===== config.mk =====
export PLATFORM = sky130hd
export DESIGN_NAME = pwm_fifo_gen
export DESIGN_NICKNAME = d
export VERILOG_FILES = /design/src/rtl/pwmq_pkg.sv /design/src/rtl/pwmq_fifo.sv /design/src/rtl/pwmq_timebase.sv /design/src/rtl/pwmq_duty.sv /design/src/rtl/pwm_fifo_gen.sv
export SDC_FILE = /design/constraint.sdc
export NUM_CORES = 1
export LEC_CHECK = 0
export BUFFER_PORTS_ARGS = -buffer_cell sky130_fd_sc_hd__buf_2
export CAP_MARGIN = 5
export CORE_AREA = 2 2 124 126
export DETAILED_ROUTE_END_ITERATION = 10
export DIE_AREA = 0 0 126 128
export PLACE_DENSITY = 0.76
export SLEW_MARGIN = 20
export SYNTH_ARGS = -nofsm -noshare
export SYNTH_HDL_FRONTEND = slang
export SYNTH_SLANG_ARGS = --single-unit

===== constraint.sdc =====
create_clock -name clk -period 3.7 [get_ports clk]
set_clock_uncertainty 0.1 [all_clocks]
set_input_delay 0.555 -clock clk [delete_from_list [all_inputs] [get_ports clk]]
set_output_delay 0.555 -clock clk [all_outputs]
set_load 0.03 [all_outputs]

===== src/rtl/pwmq_pkg.sv =====
package pwmq_pkg;

    localparam int PWMQ_PRE_W    = 12;
    localparam int STAT_FILL_W   = 4;
    localparam int STAT_LOW_BIT  = 4;
    localparam int STAT_OVF_BIT  = 5;

    typedef enum logic [2:0] {
        REG_CTRL = 3'd0,
        REG_STAT = 3'd1,
        REG_SMPL = 3'd2,
        REG_PER  = 3'd3,
        REG_CNT  = 3'd4
    } pwmq_reg_e;

    typedef struct packed {
        logic [PWMQ_PRE_W-1:0] prediv;
        logic [1:0]            mark;
        logic                  en;
    } pwmq_ctrl_t;

    function automatic pwmq_ctrl_t ctrl_from_word(input logic [31:0] w);
        pwmq_ctrl_t c;
        c.en     = w[0];
        c.mark   = w[2:1];
        c.prediv = w[4 +: PWMQ_PRE_W];
        return c;
    endfunction

    function automatic logic [31:0] ctrl_to_word(input pwmq_ctrl_t c);
        logic [31:0] w;
        w = '0;
        w[0] = c.en;
        w[2:1] = c.mark;
        w[4 +: PWMQ_PRE_W] = c.prediv;
        return w;
    endfunction

endpackage


===== src/rtl/pwmq_fifo.sv =====
module pwmq_fifo #(
    parameter int W      = 16,
    parameter int DEPTH  = 4,
    parameter int FILL_W = 3
) (
    input  logic              clk,
    input  logic              rst,
    input  logic              push,
    input  logic              pop,
    input  logic [W-1:0]      din,
    output logic [W-1:0]      dout,
    output logic [FILL_W-1:0] fill,
    output logic              full,
    output logic              empty
);
    localparam int PTR_W = (DEPTH > 1) ? $clog2(DEPTH) : 1;

    logic [W-1:0]     mem [DEPTH];
    logic [PTR_W-1:0] wp_q, rp_q;
    logic [FILL_W-1:0] fill_q;

    function automatic logic [PTR_W-1:0] nxt(input logic [PTR_W-1:0] p);
        return (p == PTR_W'(DEPTH - 1)) ? '0 : p + PTR_W'(1);
    endfunction

    always_ff @(posedge clk) begin
        if (push) mem[wp_q] <= din;
    end

    always_ff @(posedge clk) begin
        if (rst) begin
            wp_q   <= '0;
            rp_q   <= '0;
            fill_q <= '0;
        end else begin
            if (push) wp_q <= nxt(wp_q);
            if (pop)  rp_q <= nxt(rp_q);
            fill_q <= fill_q + FILL_W'(push) - FILL_W'(pop);
        end
    end

    assign dout  = mem[rp_q];
    assign fill  = fill_q;
    assign full  = (fill_q == FILL_W'(DEPTH));
    assign empty = (fill_q == '0);

    // occupancy never exceeds the queue depth
    assert_fifo_bound_R6: assert property (@(posedge clk) disable iff (rst)
        fill_q <= FILL_W'(DEPTH));

    // the compare side never draws from an empty queue
    assert_no_underflow_R5: assert property (@(posedge clk) disable iff (rst)
        pop |-> !empty);

    // a push against a full queue is never attempted
    assert_no_overpush_R6: assert property (@(posedge clk) disable iff (rst)
        (push && !pop) |-> !full);

endmodule


===== src/rtl/pwmq_timebase.sv =====
module pwmq_timebase #(
    parameter int CNT_W = 17,
    parameter int PRE_W = 12
) (
    input  logic             clk,
    input  logic             rst,
    input  logic             en,
    input  logic [PRE_W-1:0] prediv,
    input  logic [CNT_W-1:0] last,
    output logic             run,
    output logic [CNT_W-1:0] cnt,
    output logic             bnd
);
    logic             run_q;
    logic [PRE_W-1:0] pre_q;
    logic [CNT_W-1:0] cnt_q;
    logic             tick, wrap, start;

    assign tick  = run_q && (pre_q >= prediv);
    assign wrap  = tick && (cnt_q >= last);
    assign start = en && !run_q;
    assign bnd   = start || (wrap && en);

    always_ff @(posedge clk) begin
        if (rst) begin
            run_q <= 1'b0;
            pre_q <= '0;
            cnt_q <= '0;
        end else begin
            run_q <= en;
            if (!en || start) begin
                pre_q <= '0;
                cnt_q <= '0;
            end else if (tick) begin
                pre_q <= '0;
                cnt_q <= wrap ? '0 : cnt_q + CNT_W'(1);
            end else begin
                pre_q <= pre_q + PRE_W'(1);
            end
        end
    end

    assign run = run_q;
    assign cnt = cnt_q;

    // an idle generator holds its counter at zero
    assert_idle_zero_R8: assert property (@(posedge clk) disable iff (rst)
        !run_q |-> (cnt_q == '0));

    // a prescaled tick inside a period advances the count by one
    assert_count_step_R9: assert property (@(posedge clk) disable iff (rst)
        (en && tick && !wrap) |=> (cnt_q == $past(cnt_q) + CNT_W'(1)));

    // the count returns to zero after the last tick of a period
    assert_wrap_zero_R2: assert property (@(posedge clk) disable iff (rst)
        (en && wrap) |=> (cnt_q == '0));

endmodule


===== src/rtl/pwmq_duty.sv =====
module pwmq_duty #(
    parameter int DATA_W = 16,
    parameter int CNT_W  = 17
) (
    input  logic              clk,
    input  logic              rst,
    input  logic              run,
    input  logic              bnd,
    input  logic              empty,
    input  logic [DATA_W-1:0] head,
    input  logic [CNT_W-1:0]  cnt,
    output logic              pop,
    output logic [DATA_W-1:0] active,
    output logic              pwm
);
    logic [DATA_W-1:0] active_q;

    assign pop = bnd && !empty;

    always_ff @(posedge clk) begin
        if (rst)      active_q <= '0;
        else if (pop) active_q <= head;
    end

    assign active = active_q;
    assign pwm    = run && (cnt < CNT_W'(active_q));

    // the active duty only changes at a period start
    assert_hold_mid_period_R4: assert property (@(posedge clk) disable iff (rst)
        !bnd |=> $stable(active_q));

    // an empty queue at a period start keeps the duty
    assert_keep_on_empty_R5: assert property (@(posedge clk) disable iff (rst)
        (bnd && empty) |=> $stable(active_q));

endmodule


===== src/rtl/pwm_fifo_gen.sv =====
module pwm_fifo_gen
    import pwmq_pkg::*;
#(
    parameter int DATA_W = 16,
    parameter int DEPTH  = 4,
    parameter int BUS_W  = 32
) (
    input  logic             clk,
    input  logic             rst,
    input  logic             wr_en,
    input  logic [2:0]       addr,
    input  logic [BUS_W-1:0] wdata,
    output logic [BUS_W-1:0] rdata,
    output logic             pwm_o
);
    localparam int CNT_W  = DATA_W + 1;
    localparam int FILL_W = $clog2(DEPTH + 1);

    pwmq_ctrl_t        ctrl_q;
    logic [DATA_W-1:0] period_q;
    logic              ovf_q;

    logic wr_ctrl, wr_stat, wr_smpl, wr_per;
    logic push, pop, full, empty, run, bnd, low_flag;
    logic [DATA_W-1:0] head, active;
    logic [FILL_W-1:0] fill;
    logic [CNT_W-1:0]  cnt, last;

    assign wr_ctrl = wr_en && (addr == REG_CTRL);
    assign wr_stat = wr_en && (addr == REG_STAT);
    assign wr_smpl = wr_en && (addr == REG_SMPL);
    assign wr_per  = wr_en && (addr == REG_PER);

    assign push     = wr_smpl && !full;
    assign last     = CNT_W'(period_q) + CNT_W'(1);
    assign low_flag = (fill <= FILL_W'(ctrl_q.mark));

    always_ff @(posedge clk) begin
        if (rst) begin
            ctrl_q   <= '0;
            period_q <= '0;
            ovf_q    <= 1'b0;
        end else begin
            if (wr_ctrl) ctrl_q   <= ctrl_from_word(32'(wdata));
            if (wr_per)  period_q <= wdata[DATA_W-1:0];
            if (wr_smpl && full)                   ovf_q <= 1'b1;
            else if (wr_stat && wdata[STAT_OVF_BIT]) ovf_q <= 1'b0;
        end
    end

    pwmq_fifo #(.W(DATA_W), .DEPTH(DEPTH), .FILL_W(FILL_W)) u_fifo (
        .clk(clk), .rst(rst), .push(push), .pop(pop),
        .din(wdata[DATA_W-1:0]), .dout(head), .fill(fill),
        .full(full), .empty(empty)
    );

    pwmq_timebase #(.CNT_W(CNT_W), .PRE_W(PWMQ_PRE_W)) u_tb (
        .clk(clk), .rst(rst), .en(ctrl_q.en), .prediv(ctrl_q.prediv),
        .last(last), .run(run), .cnt(cnt), .bnd(bnd)
    );

    pwmq_duty #(.DATA_W(DATA_W), .CNT_W(CNT_W)) u_duty (
        .clk(clk), .rst(rst), .run(run), .bnd(bnd), .empty(empty),
        .head(head), .cnt(cnt), .pop(pop), .active(active), .pwm(pwm_o)
    );

    always_comb begin
        rdata = '0;
        case (addr)
            REG_CTRL: rdata = BUS_W'(ctrl_to_word(ctrl_q));
            REG_STAT: begin
                rdata[STAT_FILL_W-1:0] = STAT_FILL_W'(fill);
                rdata[STAT_LOW_BIT]    = low_flag;
                rdata[STAT_OVF_BIT]    = ovf_q;
            end
            REG_SMPL: rdata = BUS_W'(active);
            REG_PER:  rdata = BUS_W'(period_q);
            REG_CNT:  rdata = BUS_W'(cnt);
            default:  rdata = '0;
        endcase
    end

    // overflow stays set until software clears it
    assert_ovf_sticky_R6: assert property (@(posedge clk) disable iff (rst)
        (ovf_q && !(wr_stat && wdata[STAT_OVF_BIT])) |=> ovf_q);

    // a dropped write leaves the flag set
    assert_ovf_set_R6: assert property (@(posedge clk) disable iff (rst)
        (wr_smpl && full) |=> ovf_q);

endmodule


== Word-level counts from Yosys, hierarchy flattened ==
Memories as Yosys holds them, arrays and structs flattened. A register that Yosys moved wholly into a read port is not among the register bits.
Index checks and enable logic that the tools add are counted.

* Add/subtract/negate cells: 7
* Multiplexer cells: 9
* Equal/unequal tests: 7
* Order comparisons: 4
* Reduce and logical (&&, ||, !) cells: 24

{| class="wikitable"
|+ Operators by type and width
! cell !! count
|-
| 11-bit one-hot mux with 4 select lines || 1
|-
| 6-bit one-hot mux with 5 select lines || 1
|-
| 16-bit by 1-bit adder with 17-bit output, second input constant || 1
|-
| 17-bit by 1-bit adder with 17-bit output, second input constant || 1
|-
| 17-bit greater-or-equal comparator || 1
|-
| 17-bit by 16-bit less-than comparator with 1-bit output || 1
|-
| 17-bit 2-to-1 mux || 1
|-
| 1-bit logical AND || 13
|-
| 12-bit by 1-bit adder with 12-bit output, second input constant || 1
|-
| 12-bit greater-or-equal comparator || 1
|-
| 3-bit by 2-bit equality test with 1-bit output, second input constant || 2
|-
| 3-bit equality test, second input constant || 2
|-
| 3-bit zero test || 2
|-
| 2-bit by 1-bit adder with 2-bit output, second input constant || 2
|-
| 2-bit equality test, second input constant || 2
|-
| 1-bit zero test || 4
|-
| 1-bit 2-to-1 mux || 4
|-
| 2-bit 2-to-1 mux || 2
|-
| 3-bit by 1-bit adder with 3-bit output || 1
|-
| 3-bit by 1-bit equality test with 1-bit output, second input constant || 1
|-
| 3-bit by 2-bit <= comparator with 1-bit output || 1
|-
| 3-bit OR reduction || 1
|-
| 3-bit by 1-bit subtractor with 3-bit output || 1
|-
| 1-bit logical OR || 2
|-
| 2 further kinds || 2
|}

* Bits of input ports: 38
* Output and inout bits: 33
* Bits in writable memories: 64
* Memories: 1
* Register bits: 69
* Logic and storage cells: 63

{| class="wikitable"
|+ Memories
! memory !! depth !! bits a word !! rd ports !! clocked after Yosys merged registers in !! wr ports !! line !! text
|-
| u_fifo.mem || 4 || 16 || 1 || 1 || 1 || pwmq_fifo.sv:18 || <nowiki>logic [W-1:0] mem [DEPTH];</nowiki>
|}

== Depth between registers and ports, before layout ==
* Depth after elaboration: 7
* Depth in mapped cells: 20
* Depth with buffers taken out: 19

== By module ==
A second synthesis with hierarchy kept.

* Cells, all modules: 798
* Area, all modules: 8140.3 µm²

{| class="wikitable"
|+ Modules (own cells, without submodules)
! module !! cells an instance !! instances !! seq. area each (µm²) !! area each (µm²)
|-
| pwmq_fifo || 127 || 1 || 2102.0 || 2800.2
|-
| pwm_fifo_gen || 293 || 1 || 640.6 || 2264.7
|-
| pwmq_timebase || 251 || 1 || 600.6 || 2122.0
|-
| pwmq_duty || 127 || 1 || 320.3 || 953.4
|}

== Least setup slack after synthesis ==
Ideal clock, no wire load.

* Kind: register -> register
* From: reg period_q[2]
* To: reg u_fifo.fill_q[2], in the netlist u_fifo.fill[2]
* Path buffers: 1
* Arrival time: 3.792 ns
* Stages on the path, launching flop included: 21
* Data required time: 3.472 ns
* Slack: -0.320 ns
* Cell sequence: dfxtp_1 -> and3_1 -> and3_1 -> nand3_1 -> nor2_1 -> nand3_1 -> xor2_1 -> ha_1 -> a21o_1 -> a21o_1 -> a21oi_1 -> o21ai_2 -> nor3_1 -> clkbuf_1 -> nor2_1 -> ha_1 -> inv_1 -> ha_1 -> fa_1 -> xnor2_1 -> nor2_1

* Cells in the longest elaborated chain, start to end: 7

{| class="wikitable"
|+ RTL lines
! item !! line !! text
|-
| start: declaration || pwm_fifo_gen.sv:20 || <nowiki>logic [DATA_W-1:0] period_q;</nowiki>
|-
| start signal: assignment || pwm_fifo_gen.sv:45 || <nowiki>if (wr_per) period_q <= wdata[DATA_W-1:0];</nowiki>
|-
| 16-bit by 1-bit adder with 17-bit output || pwm_fifo_gen.sv:35 || <nowiki>assign last = CNT_W'(period_q) + CNT_W'(1);</nowiki>
|-
| 17-bit greater-or-equal comparator || pwmq_timebase.sv:20 || <nowiki>assign wrap = tick && (cnt_q >= last);</nowiki>
|-
| 1-bit logical AND || pwmq_timebase.sv:20 ||
|-
| 1-bit logical AND || pwmq_timebase.sv:22 || <nowiki>assign bnd = start || (wrap && en);</nowiki>
|-
| 1-bit logical OR || pwmq_timebase.sv:22 ||
|-
| 1-bit logical AND || pwmq_duty.sv:18 || <nowiki>assign pop = bnd && !empty;</nowiki>
|-
| net pop || pwm_fifo_gen.sv:24 || <nowiki>logic push, pop, full, empty, run, bnd, low_flag;</nowiki>
|-
| 3-bit by 1-bit subtractor with 3-bit output || pwmq_fifo.sv:38 || <nowiki>fill_q <= fill_q + FILL_W'(push) - FILL_W'(pop);</nowiki>
|-
| end signal: assignment || pwmq_fifo.sv:38 ||
|-
| end: declaration || pwmq_fifo.sv:20 || <nowiki>logic [FILL_W-1:0] fill_q;</nowiki>
|}

The timed path passes the listed nets, and every way through them passes these cells.
A chain may end at the register's enable or synchronous reset.

== Worst setup path after layout ==
* From: reg period_q[4]
* To: reg u_fifo.fill_q[1], in the netlist u_fifo.fill[1]

Same word-level chain as after synthesis.

==> flow_summary.json <==
{
  "final_layout_size_suffix_gt1_frac": 0.184,
  "die_x_um": 126,
  "synthMostInstantiatedCell": "nand2_1",
  "clkSlewWorstSetupHoldPaths_ns": 0.06,
  "worst-path-max-fanout": 3,
  "synth-edff-count": 64,
  "cts_hold_buf": 0,
  "hold_viol": 0,
  "power.static_leakage_nw": 3.36,
  "setup_tns_ns": -0.0873,
  "h_tree_lvls": 4,
  "post_synth.cell_area_avg_um2": 9.73,
  "final_min_period_over_clock_period": 1.02,
  "ys_seq_area_frac": 0.460,
  "postSynthRegisterBits": 149,
  "end_kind": "flop",
  "floorplan.die.height_um": 128,
  "start_util": 0.530,
  "insertion_delay_ns": 0.43,
  "drcViolationCount": 0,
  "numClockSinks": 149,
  "post_synth_num_cell_types": 59,
  "root_buffer": "clkbuf_16",
  "wl_um": 18600,
  "avgRoutedWirePerCell_um": 17.3,
  "numPlacedInstances": 1040,
  "post-route-min-period_ns": 3.76,
  "core_region_area_um2": 14900,
  "grt_start_max_net_pins": 56,
  "insertedDiodeCount": 0,
  "r2r_setup_slack_ns": -0.06,
  "min_path_cells": 2,
  "synthCells": 810,
  "worst_hold_path_type": "primary input to flop",
  "drv.max_cap_violation_count": 0,
  "wire_length_of_the_first_global_routing_pass_um": 30200,
  "portBuffers": 39,
  "dieArea_um2": 16100,
  "result_of_the_run": "complete, but fails checks",
  "synth-warning-count": 0,
  "tritoncts.num_buffers": 17,
  "dp_hpwl_um": 13400,
  "hold_path.startpoint": "rst",
  "grt.overflow.total": 0,
  "final-setup-viol-count": 2,
  "rr_endpoint": "u_fifo.fill[1]$_SDFF_PP0_",
  "maxSlewViolCount": 0,
  "timing.reg2reg.worst_path_depth": 18,
  "ir_worst_vdd_uv": 455,
  "synthTopCellsByArea": "edfxtp_1 24%, dfxtp_1 22%, ha_1 8.9%",
  "groute.usage.overall": 0.238,
  "fin_ws_ns": -0.0586,
  "worst_r2r_startpoint": "period_q[4]$_SDFFE_PP0P_",
  "unrepaired_setup_endpoints_after_global_routing": "yes",
  "async_reset_ff_frac": 0,
  "slew_headroom": 0.425,
  "first_global_vias": 5885,
  "timing.hold.worst_endpoint": "u_tb.run$_SDFF_PP0_",
  "tightest_slew_ns": 0.862,
  "path_type_of_the_worst_setup_path": "flop to flop",
  "postRouteAntennaNets": 0,
  "clock_path_buffers": 2,
  "worst-endpoint-required_ns": 3.90,
  "finalWeightedCongestion": 0.929,
  "nets": 970,
  "start_kind": "flop",
  "routed_via_density": 5.75,
  "drtPass1Iterations": 5,
  "core.rowCount": 45,
  "synth-main-ff-cell": "dfxtp_1",
  "final_design_area_no_fill_um2": 9120,
  "ios": 71,
  "vias": 6192,
  "failed_checks": "setup timing",
  "synthDominantCellAreaShare": 0.244,
  "area_delta_synth_final_pct": 15.7,
  "worst_ep_arrival_time_ns": 3.96,
  "fmaxAchievable_mhz": 266,
  "yosys-top-cells-count": "104 x nand2_1, 85 x dfxtp_1, 80 x a21oi_1",
  "detail_route.iter0.violations": 579,
  "tritoncts": "done",
  "synth_largest_area_cell": "edfxtp_1",
  "placedInstanceArea_um2": 8440,
  "syn-cell-area_um2": 7880,
  "power_per_cell_area_nw_per_um2": 402,
  "finish.cell_count_without_fillers": 1076,
  "antenna_found_initial": 0
}
worst max-delay path, stage by stage, from the launching register on:
cell and delay, ns:
dfxtp_2 0.32, and3_4 0.19, and3_4 0.21, nand3_4 0.10
nor2_4 0.14, nand3_2 0.10, xor2_2 0.19, ha_1 0.32
a21o_1 0.17, a21o_1 0.16, a21oi_2 0.17, o21ai_2 0.09
nor3_2 0.23, nor2_1 0.08, ha_1 0.27, inv_1 0.06
ha_2 0.17, fa_2 0.43, nor2b_4 0.13
worst max path at each step:
stage	from	endpoint	slack (ns)	cells after the start
6_report	period_q[4]$_SDFFE_PP0P_	u_fifo.fill[1]$_SDFF_PP0_	-0.06	18
5_1_grt	period_q[2]$_SDFFE_PP0P_	u_fifo.fill[1]$_SDFF_PP0_	-0.22	17
4_1_cts	period_q[4]$_SDFFE_PP0P_	u_fifo.fill[2]$_SDFF_PP0_	0.007	19
3_5_place_dp	period_q[4]$_SDFFE_PP0P_	u_fifo.fill[2]$_SDFF_PP0_	0.02	19
3_3_place_gp	period_q[4]$_SDFFE_PP0P_	u_fifo.fill[2]$_SDFF_PP0_	0.07	19
2_1_floorplan	period_q[2]$_SDFFE_PP0P_	u_fifo.fill[2]$_SDFF_PP0_	-0.005	20
layout by cell type, fill, tap and decap left out, types with 4 or more instances in the layout:
master / synthesis / routed
nor2_1: 54 / 51
nor3_1: 13 / 11
o21ai_0: 38 / 37
and2_1: 7 / 7
a22oi_1: 8 / 8
a211oi_1: 5 / 5
a21o_1: 10 / 10
xnor2_1: 19 / 18
buf_2: 8 / 39
inv_1: 46 / 46
mux2i_1: 15 / 15
ha_1: 56 / 55
nand4_1: 11 / 11
clkbuf_16: 0 / 17
dfxtp_1: 85 / 82
nand2_1: 104 / 104
buf_4: 18 / 47
mux4_2: 16 / 16
edfxtp_1: 64 / 64
inv_6: 0 / 5
nand3_1: 42 / 40
o22ai_1: 9 / 9
conb_1: 1 / 15
a21oi_1: 80 / 79
and3_1: 10 / 8
nand4b_1: 4 / 4
nor2b_1: 6 / 5
xor2_1: 14 / 13
timing repair:
item | CTS | global route
setup buffers | 0 | 4
resized for setup | 1 | 10
endpoints found under the setup margin | 1 | 2
pin swaps | 0 | 14
logic make-up after synthesis:
logic type                 synth area share
adders and majority gates            0.0915
other                              0.000476
xor gates and xnor gates             0.0367
muxes                                0.0662
and+or+nand+nor                       0.165
buffers and inverters                0.0584
AOI/OAI and AO/OA                     0.122
DFF                                   0.460
where the power goes:
part           switching (mW)  total, mW  internal, mW
clock                   0.719       1.73          1.01
sequential             0.0108       1.74          1.73
combinational           0.137      0.194        0.0567
per-stage QoR:
| stage | total power [mW] | setup WS, ns | utilization | hold WS, ns |
|---|---|---|---|---|
| after floorplan | 1.91 | -0.00460 | - | 0.337 |
| after global placement | 1.96 | 0.0685 | 0.568 | 0.364 |
| after detailed placement | 1.96 | 0.0233 | 0.568 | 0.363 |
| after CTS | 3.68 | 0.00671 | 0.608 | 0.214 |
| after global routing | 3.79 | -0.220 | 0.613 | 0.239 |
| final | 3.66 | -0.0586 | 0.613 | 0.226 |
registers in the layout, indices dropped and copies added (netlist names):
signal	count
u_fifo.wp_q	2
u_tb.cnt	17
u_tb.pre_q	12
u_fifo.fill	3
u_fifo.rp_q	2
u_tb.run	1
ovf_q	1
u_duty.active	16
period_q	16
u_fifo.mem	64
ctrl_q	15
final cells by class:
| class | count | area (um^2) |
|---|---|---|
| flip-flops and latches | 149 | 3630 |
| clock buffers | 17 | 425 |
| fillers | 1240 | 5750 |
| inverters | 46 | 173 |
| clock inverters | 15 | 168 |
| well taps | 188 | 235 |
| multi-input cells | 575 | 3940 |
| repair buffers | 86 | 548 |
metal layers:
metal	track usage	share of wire	vias up
li1	-	-	2993
met1	0.327	0.45	2962
met2	0.377	0.46	196
met3	0.0472	0.066	41
met4	0.0873	0.026	0
met5	0	0	-
Note: power is estimated with default switching activity, not from simulation.
